### config.mk
export PLATFORM = sky130hd
export DESIGN_NAME = task_event_regs
export DESIGN_NICKNAME = d
export VERILOG_FILES = /design/src/rtl/task_event_regs.sv
export SDC_FILE = /design/constraint.sdc
export NUM_CORES = 1
export LEC_CHECK = 0
export BUFFER_PORTS_ARGS = -buffer_cell sky130_fd_sc_hd__buf_2
export CAP_MARGIN = 20
export CORE_ASPECT_RATIO = 1.1
export CORE_MARGIN = 1.5
export CORE_UTILIZATION = 37
export DETAILED_ROUTE_END_ITERATION = 6
export PLACE_DENSITY = 0.76
export SETUP_SLACK_MARGIN = 0.15
export SKIP_CTS_REPAIR_TIMING = 1
export SLEW_MARGIN = 20
export SYNTH_ARGS = -nofsm -noshare
export SYNTH_HDL_FRONTEND = slang
export SYNTH_SLANG_ARGS = --single-unit
### constraint.sdc
create_clock -name clk -period 1.3 [get_ports clk]
set_input_delay 0.065 -clock clk [delete_from_list [all_inputs] [get_ports clk]]
set_output_delay 0.065 -clock clk [all_outputs]
set_load 0.005 [all_outputs]
### src/rtl/task_event_regs.sv
module task_event_regs #(
  parameter int N_TASK    = 4,
  parameter int N_EVT     = 4,
  parameter int N_SHORT   = 4,
  parameter int AW        = 8,
  parameter int DW        = 32,
  parameter int TASK_BASE = 'h00,
  parameter int EVT_BASE  = 'h40,
  parameter int SHORT_ADR = 'h80,
  parameter int MASK_ADR  = 'h84,
  parameter int SET_ADR   = 'h85,
  parameter int CLR_ADR   = 'h86
) (
  input  logic              clk,
  input  logic              rst_n,
  input  logic [AW-1:0]     bus_addr,
  input  logic              bus_we,
  input  logic [DW-1:0]     bus_wdata,
  output logic [DW-1:0]     bus_rdata,
  input  logic [N_EVT-1:0]  evt_in,
  output logic [N_TASK-1:0] task_o,
  output logic              irq
);
  localparam logic [AW-1:0] TASK_A  = AW'(TASK_BASE);
  localparam logic [AW-1:0] EVT_A   = AW'(EVT_BASE);
  localparam logic [AW-1:0] SHORT_A = AW'(SHORT_ADR);
  localparam logic [AW-1:0] MASK_A  = AW'(MASK_ADR);
  localparam logic [AW-1:0] SET_A   = AW'(SET_ADR);
  localparam logic [AW-1:0] CLR_A   = AW'(CLR_ADR);

  logic [N_EVT-1:0]   ev_q, inten_q, ev_clr;
  logic [N_SHORT-1:0] short_q, hit_q;
  logic [N_TASK-1:0]  task_q, sw_trig, sc_trig;

  for (genvar i = 0; i < N_TASK; i++) begin : g_task
    assign sw_trig[i] = bus_we && bus_wdata[0] && (bus_addr == TASK_A + AW'(i));
    if (i < N_SHORT) begin : g_sc
      assign sc_trig[i] = hit_q[i];
    end else begin : g_nosc
      assign sc_trig[i] = 1'b0;
    end
  end

  for (genvar i = 0; i < N_EVT; i++) begin : g_evt
    assign ev_clr[i] = bus_we && !bus_wdata[0] && (bus_addr == EVT_A + AW'(i));
  end

  always_ff @(posedge clk or negedge rst_n) begin
    if (!rst_n) begin
      ev_q    <= '0;
      inten_q <= '0;
      short_q <= '0;
      hit_q   <= '0;
      task_q  <= '0;
    end else begin
      task_q <= sw_trig | sc_trig;
      hit_q  <= evt_in[N_SHORT-1:0] & short_q;
      ev_q   <= (ev_q & ~ev_clr) | evt_in;
      if (bus_we) begin
        if (bus_addr == MASK_A) inten_q <= bus_wdata[N_EVT-1:0];
        if (bus_addr == SET_A)  inten_q <= inten_q | bus_wdata[N_EVT-1:0];
        if (bus_addr == CLR_A)  inten_q <= inten_q & ~bus_wdata[N_EVT-1:0];
        if (bus_addr == SHORT_A) short_q <= bus_wdata[N_SHORT-1:0];
      end
    end
  end

  always_comb begin
    bus_rdata = '0;
    for (int i = 0; i < N_EVT; i++)
      if (bus_addr == EVT_A + AW'(i)) bus_rdata[0] = ev_q[i];
    if (bus_addr == MASK_A || bus_addr == SET_A || bus_addr == CLR_A)
      bus_rdata[N_EVT-1:0] = inten_q;
    if (bus_addr == SHORT_A)
      bus_rdata[N_SHORT-1:0] = short_q;
  end

  assign task_o = task_q;
  assign irq    = |(ev_q & inten_q);
endmodule

# --- Yosys cells after proc, flatten, opt, wreduce, memory -nomap -nowiden ---
# Cells that the tools add are included.
op_classes:
  n_eq_ne: 11
  n_mux: 9
  bitwise_logic: 9
  n_reduce_logical: 18
ops:
  columns: ["operator", "n"]
  rows:
  - ["8-bit by 7-bit equality test with 1-bit output, second input constant", 4]
  - ["8-bit equality test, second input constant", 4]
  - ["4-bit two-way mux", 5]
  - ["4-bit AND", 4]
  - ["8-bit by 2-bit equality test with 1-bit output, second input constant", 2]
  - ["4-bit OR", 3]
  - ["1-bit logical AND", 10]
  - ["8-bit by 1-bit equality test with 1-bit output, second input constant", 1]
  - ["8-bit zero test", 1]
  - ["4-bit NOT", 2]
  - ["1-bit two-way mux", 4]
  - ["2-bit AND reduction", 2]
  - ["4-bit OR reduction", 1]
  - ["3-bit nonzero test", 1]
  - ["1-bit logical OR", 2]
  - ["1-bit zero test", 1]
totals:
  register_bits: 20
  in_bits: 47
  out_inout_bits: 37
  word_cells: 52

# --- Logic depth before layout (Yosys ltp) ---
logic_depth:
  word_depth: 7
  mapped_depth: 5
  ltp_nobuf: 4

# --- Least setup slack after synthesis ---
# OpenSTA, ideal clock, no wires.
synth_timing:
  path_type: "input port to flip-flop"
  from: "input bus_addr[5]"
  to: "register inten_q[0]"
  setup_ns: 0.124
  arrival_ns: 1.204
  required_time_ns: 1.176
  path_slack_ns: -0.028
  path_stages: 4
  n_path_buf: 0
  path_cell_list: "or4b_4 nor4_4 and2b_1 a21oi_1"
synth_via:
  elab_chain_len: 3
  word_cells_on_any_way: 7
  classes_between: "eq/ne (3); mux (2); reduce/logical (2)"
synth_lines:
  columns: ["item", "line", "text"]
  rows:
  - ["from (decl)", "16", "input logic [AW-1:0] bus_addr,"]
  - ["8-bit equality test, on equally long branches", "60, 61, 62", null]
  - ["3-bit nonzero test (no source line) or 4-bit two-way mux (tied branches)", null, null]
  - ["2-bit AND reduction (no source line) or 4-bit two-way mux (tied branches)", null, null]
  - ["to (signal assigned)", "60", "if (bus_addr == MASK_A) inten_q <= bus_wdata[N_EVT-1:0];"]
  - ["to (signal assigned)", "61", "if (bus_addr == SET_A) inten_q <= inten_q | bus_wdata[N_EVT-1:0];"]
  - ["to (signal assigned)", "62", "if (bus_addr == CLR_A) inten_q <= inten_q & ~bus_wdata[N_EVT-1:0];"]
  - ["to (decl)", "31", "logic [N_EVT-1:0] ev_q, inten_q, ev_clr;"]
# Several ways; a longest one is shown, not always the timed one.
# A chain may end at the register's enable or synchronous reset.

# --- Worst setup path in the final report ---
layout_timing:
  from: "input bus_addr[5]"
  to: "output bus_rdata[0]"
layout_via:
  elab_chain_len: 7
  word_cells_on_any_way: 16
  classes_between: "eq/ne (8); mux (6); reduce/logical (2)"
layout_lines:
  columns: ["item", "line", "text"]
  rows:
  - ["8-bit by 7-bit equality test with 1-bit output", "71", "if (bus_addr == EVT_A + AW'(i)) bus_rdata[0] = ev_q[i];"]
  - ["1-bit two-way mux (4 in a row)", "71", null]
  - ["4-bit two-way mux", "72", "if (bus_addr == MASK_A || bus_addr == SET_A || bus_addr == CLR_A)"]
  - ["4-bit two-way mux *", "74", "if (bus_addr == SHORT_A)"]
  - ["to (decl)", "19", "output logic [DW-1:0] bus_rdata,"]
# Every way passes the cells marked *; elsewhere a longest branch is shown, timed or not.

==> qor.txt <==
====================================================================================
Result of the run                                                       complete, but fails checks
Violations in the final reports                                         negative setup slack
Final hold violation count                                                         0
Clock latency on the worst-skew pair                                         0.30 ns
Largest fanout of any net on the critical path                                     3
Vias in the first global route                                                   851
Total Wirelength                                                        2597 microns
Register bit total from synthesis                                                 20
Detail Route met3 WL                                                     109 microns
Total Power Consumption                                                      1432 uW
Count of max-cap constraint violations                                             0
RSZ-0062 raised after global routing                                             yes
Dominant cell type by count on the critical path                        sky130_fd_sc_hd__buf_2
Combinational share of power                                                   17.0%
PortBufs                                                                          27
Leading post-synthesis cells by cell area                               sky130_fd_sc_hd__dfrtp_1 (40%), sky130_fd_sc_hd__buf_4 (17%), sky130_fd_sc_hd__mux2_4 (4.8%)
Worst min-delay path class                                                    in2reg
Pre-CTS setup slack                                                       -0.2032 ns
Number of top-level design ports                                                  84
H-tree depth reported by CTS                                                       1
Critical setup path kind                                                      in2out
List of most frequent post-synthesis cells                              sky130_fd_sc_hd__buf_4 (28), sky130_fd_sc_hd__dfrtp_1 (20), sky130_fd_sc_hd__a21oi_1 (10)
Top-area cell type share of the netlist area                                  39.68%
Clock buffers created by TritonCTS                                                 3
Power density of the placed cells                                       873.9 nW/um^2
Final setup TNS                                                           -0.3562 ns
Worst Clk Skew                                                           0.001900 ns
Per-cell routed wire length                                             12.86 microns
Sequential share of the synthesized area                                      39.68%
Sequence of cells on the critical path                                  buf_2 > or4b_4 > o32a_1 > a2bb2oi_1 > o21ai_1 > buf_2
Core area                                                                 3303 sq um
Global-route wire length before repair                                  3905 microns
Total Routing Usage GR                                                        13.53%
Detailed-routing wirelength on met1                                     1112 microns
Met2 wire length                                                        1342 microns
Net switching power                                                         356.4 uW
Data arrival time at the worst-slack endpoint                                1.46 ns
Depth of the worst register-to-register path                                       1
Final worst path period share                                                 117.1%
Hold Path Stages                                                                   2
Synth-to-layout area growth                                                   29.96%
Peak per-stage delay on the critical path                                    0.54 ns
Setup violations, final                                                            4
Commonest register cell after synthesis                                 sky130_fd_sc_hd__dfrtp_1
Leakage                                                                 0.0007914 uW
Fraction of power consumed by sequential logic                                 46.9%
Master of the slowest instance on the critical path                     sky130_fd_sc_hd__or4b_4
Root Buffer                                                             sky130_fd_sc_hd__clkbuf_4
TritonCTS clock tree                                                            done
Total non-filler cell area in the finished layout                         1639 sq um
Uppermost signal routing layer after detailed routing                           met4
Path length in cells of the critical path                                          6
Final non-filler cell total                                                      202
Share of flip-flops with an asynchronous set or reset after synthesis         100.0%
Initial antenna violation count                                                    0
Gate family responsible for the most delay along the worst path         compound AO/OA/AOI/OAI gates
Fraction of final layout cells sized beyond drive strength 1                  40.96%
Netlist area before placement                                             1261 sq um
Worst supply voltage drop on vdd                                            385.3 uV
Smallest setup slack after layout                                         -0.2221 ns
Number of pins with negative max-slew slack in the final report                    0
Number of placed cells counting well taps                                        190
Switching power share of the total                                            24.88%
Critical path endpoint category                                           output pin
Total congestion overflow after global routing                                     0
Sink count of the clock tree                                                      20
Dominant cell type by area after synthesis                              sky130_fd_sc_hd__dfrtp_1
Syn. warnings                                                                      0
Total number of placement rows                                                    22
Initial standard-cell utilization of the core                                 38.18%
Highest clock frequency the design can meet                                657.0 MHz
Final weighted congestion in routability-driven placement                     0.7596
Synth Area per Inst                                                      10.51 sq um
DR DRC count                                                                       0
Chip Height                                                             64.24 microns
Syn Inst Count                                                                   120
Clock buffer depth                                                                 2
Kind of start point of the critical path                                   input pin
Remaining antenna violation count after routing                                    0
Count leader, synth                                                     sky130_fd_sc_hd__buf_4
Crit path required time                                                      1.24 ns
Vias per std cell                                                              4.713
Die span in x                                                           58.67 microns
Clock Pin Slew Worst Setup and Hold Paths                                    0.11 ns
Diode count                                                                        0
Pin count of the biggest net entering global routing                              21
Detailed placement HPWL                                                 1863 microns
Period minus WS final                                                       1.522 ns
Worst path bufs/invs                                                               2
Iteration-0 DRC Markers                                                           40
Distinct cells, synth                                                             36
Total Die Area                                                            3768 sq um
Routed via count                                                                 952
Post-DP Area                                                              1409 sq um
Nets                                                                             214
Share of power burned in the clock network                                     36.0%
Internal power summed over all cells                                         1076 uW
Number of detailed-routing iterations run before antenna repair                    4
Post-synth EDFFs                                                                   0
====================================================================================
[power groups by stage]
| stage | logic [uW] | clock network [uW] | registers, uW |
|---|---|---|---|
| 3_5_place_dp | 211 | 0 | 679 |
| 2_1_floorplan | 171 | 0 | 674 |
| 4_1_cts | 213 | 517 | 667 |
| 6_report | 244 | 516 | 672 |
| 3_3_place_gp | 208 | 0 | 678 |
| 5_1_grt | 271 | 559 | 676 |
[state kept, by name, summed over array words and instances (netlist names)]
signal   count
ev_q         4
short_q      4
inten_q      4
hit_q        4
task_o       4
[worst paths after layout]
| kind | start | endpoint | slack [ns] |
|---|---|---|---|
| max | bus_addr[5] | bus_rdata[0] | -0.22 |
| min | bus_wdata[2] | short_q[2]$_DFFE_PN0P_ | 0.04 |
| max reg2reg | short_q[0]$_DFFE_PN0P_ | short_q[0]$_DFFE_PN0P_ | 0.51 |
| min reg2reg | hit_q[0]$_DFF_PN0_ | task_o[0]$_DFF_PN0_ | 0.46 |
| max in group asynchronous | rst_n | hit_q[2]$_DFF_PN0_ | 0.75 |
| min in group asynchronous | rst_n | task_o[0]$_DFF_PN0_ | 0.23 |
[cells by family (layout without fill, tap and decap cells)]
logic type	count (synthesis)	in the layout	share of synthesized area (%)
muxes	5	5	5.556
buffers and inverters	31	50	17.56
and+or+nand+nor	31	31	18.45
DFF	20	20	39.68
AOI/OAI and AO/OA	28	28	15.67
xor gates and xnor gates	4	4	2.777
other	1	28	0.2973
[metal layers]
metal,track usage [%],vias to the layer above
met2,23.60,31
met4,4.261,0
met3,2.024,5
met5,0,-
met1,16.83,457
li1,-,459
[stage by stage]
| step | hold WS, ns | util [%] |
|---|---|---|
| final | 0.04232 | 49.62 |
| after global routing | 0.02413 | 49.62 |
| after CTS | -0.3066 | 44.24 |
| after detailed placement | 0.03303 | 42.65 |
| after global placement | 0.03209 | 42.65 |
| after floorplan | -0.2306 | - |
[layout by cell type (no fill, tap or decap), types with 2 or more instances in the layout]
cell type                       instances
sky130_fd_sc_hd__a21o_1                 3
sky130_fd_sc_hd__a21oi_1                6
sky130_fd_sc_hd__a21oi_2                4
sky130_fd_sc_hd__a22o_4                 3
sky130_fd_sc_hd__and2_1                 4
sky130_fd_sc_hd__buf_2                 22
sky130_fd_sc_hd__buf_4                 10
sky130_fd_sc_hd__buf_6                  8
sky130_fd_sc_hd__clkbuf_4               3
sky130_fd_sc_hd__conb_1                28
sky130_fd_sc_hd__dfrtp_1               20
sky130_fd_sc_hd__dlygate4sd3_1          5
sky130_fd_sc_hd__mux2_4                 4
sky130_fd_sc_hd__nand2_1                4
sky130_fd_sc_hd__nand2b_1               4
sky130_fd_sc_hd__nor3_1                 4
sky130_fd_sc_hd__nor4_4                 2
sky130_fd_sc_hd__o21bai_1               4
sky130_fd_sc_hd__or4b_4                 2
sky130_fd_sc_hd__xnor2_1                4
[layout make-up]
type / instances / area (sq um)
timing repair buffer: 45 / 325.3
fill: 293 / 1664
clock inverter: 1 / 30.03
tap: 36 / 45.04
multi-input combinational: 96 / 711.9
clock buffer: 3 / 22.52
inverter: 1 / 3.754
sequential: 20 / 500.5
(Power assumes the default switching activity.)
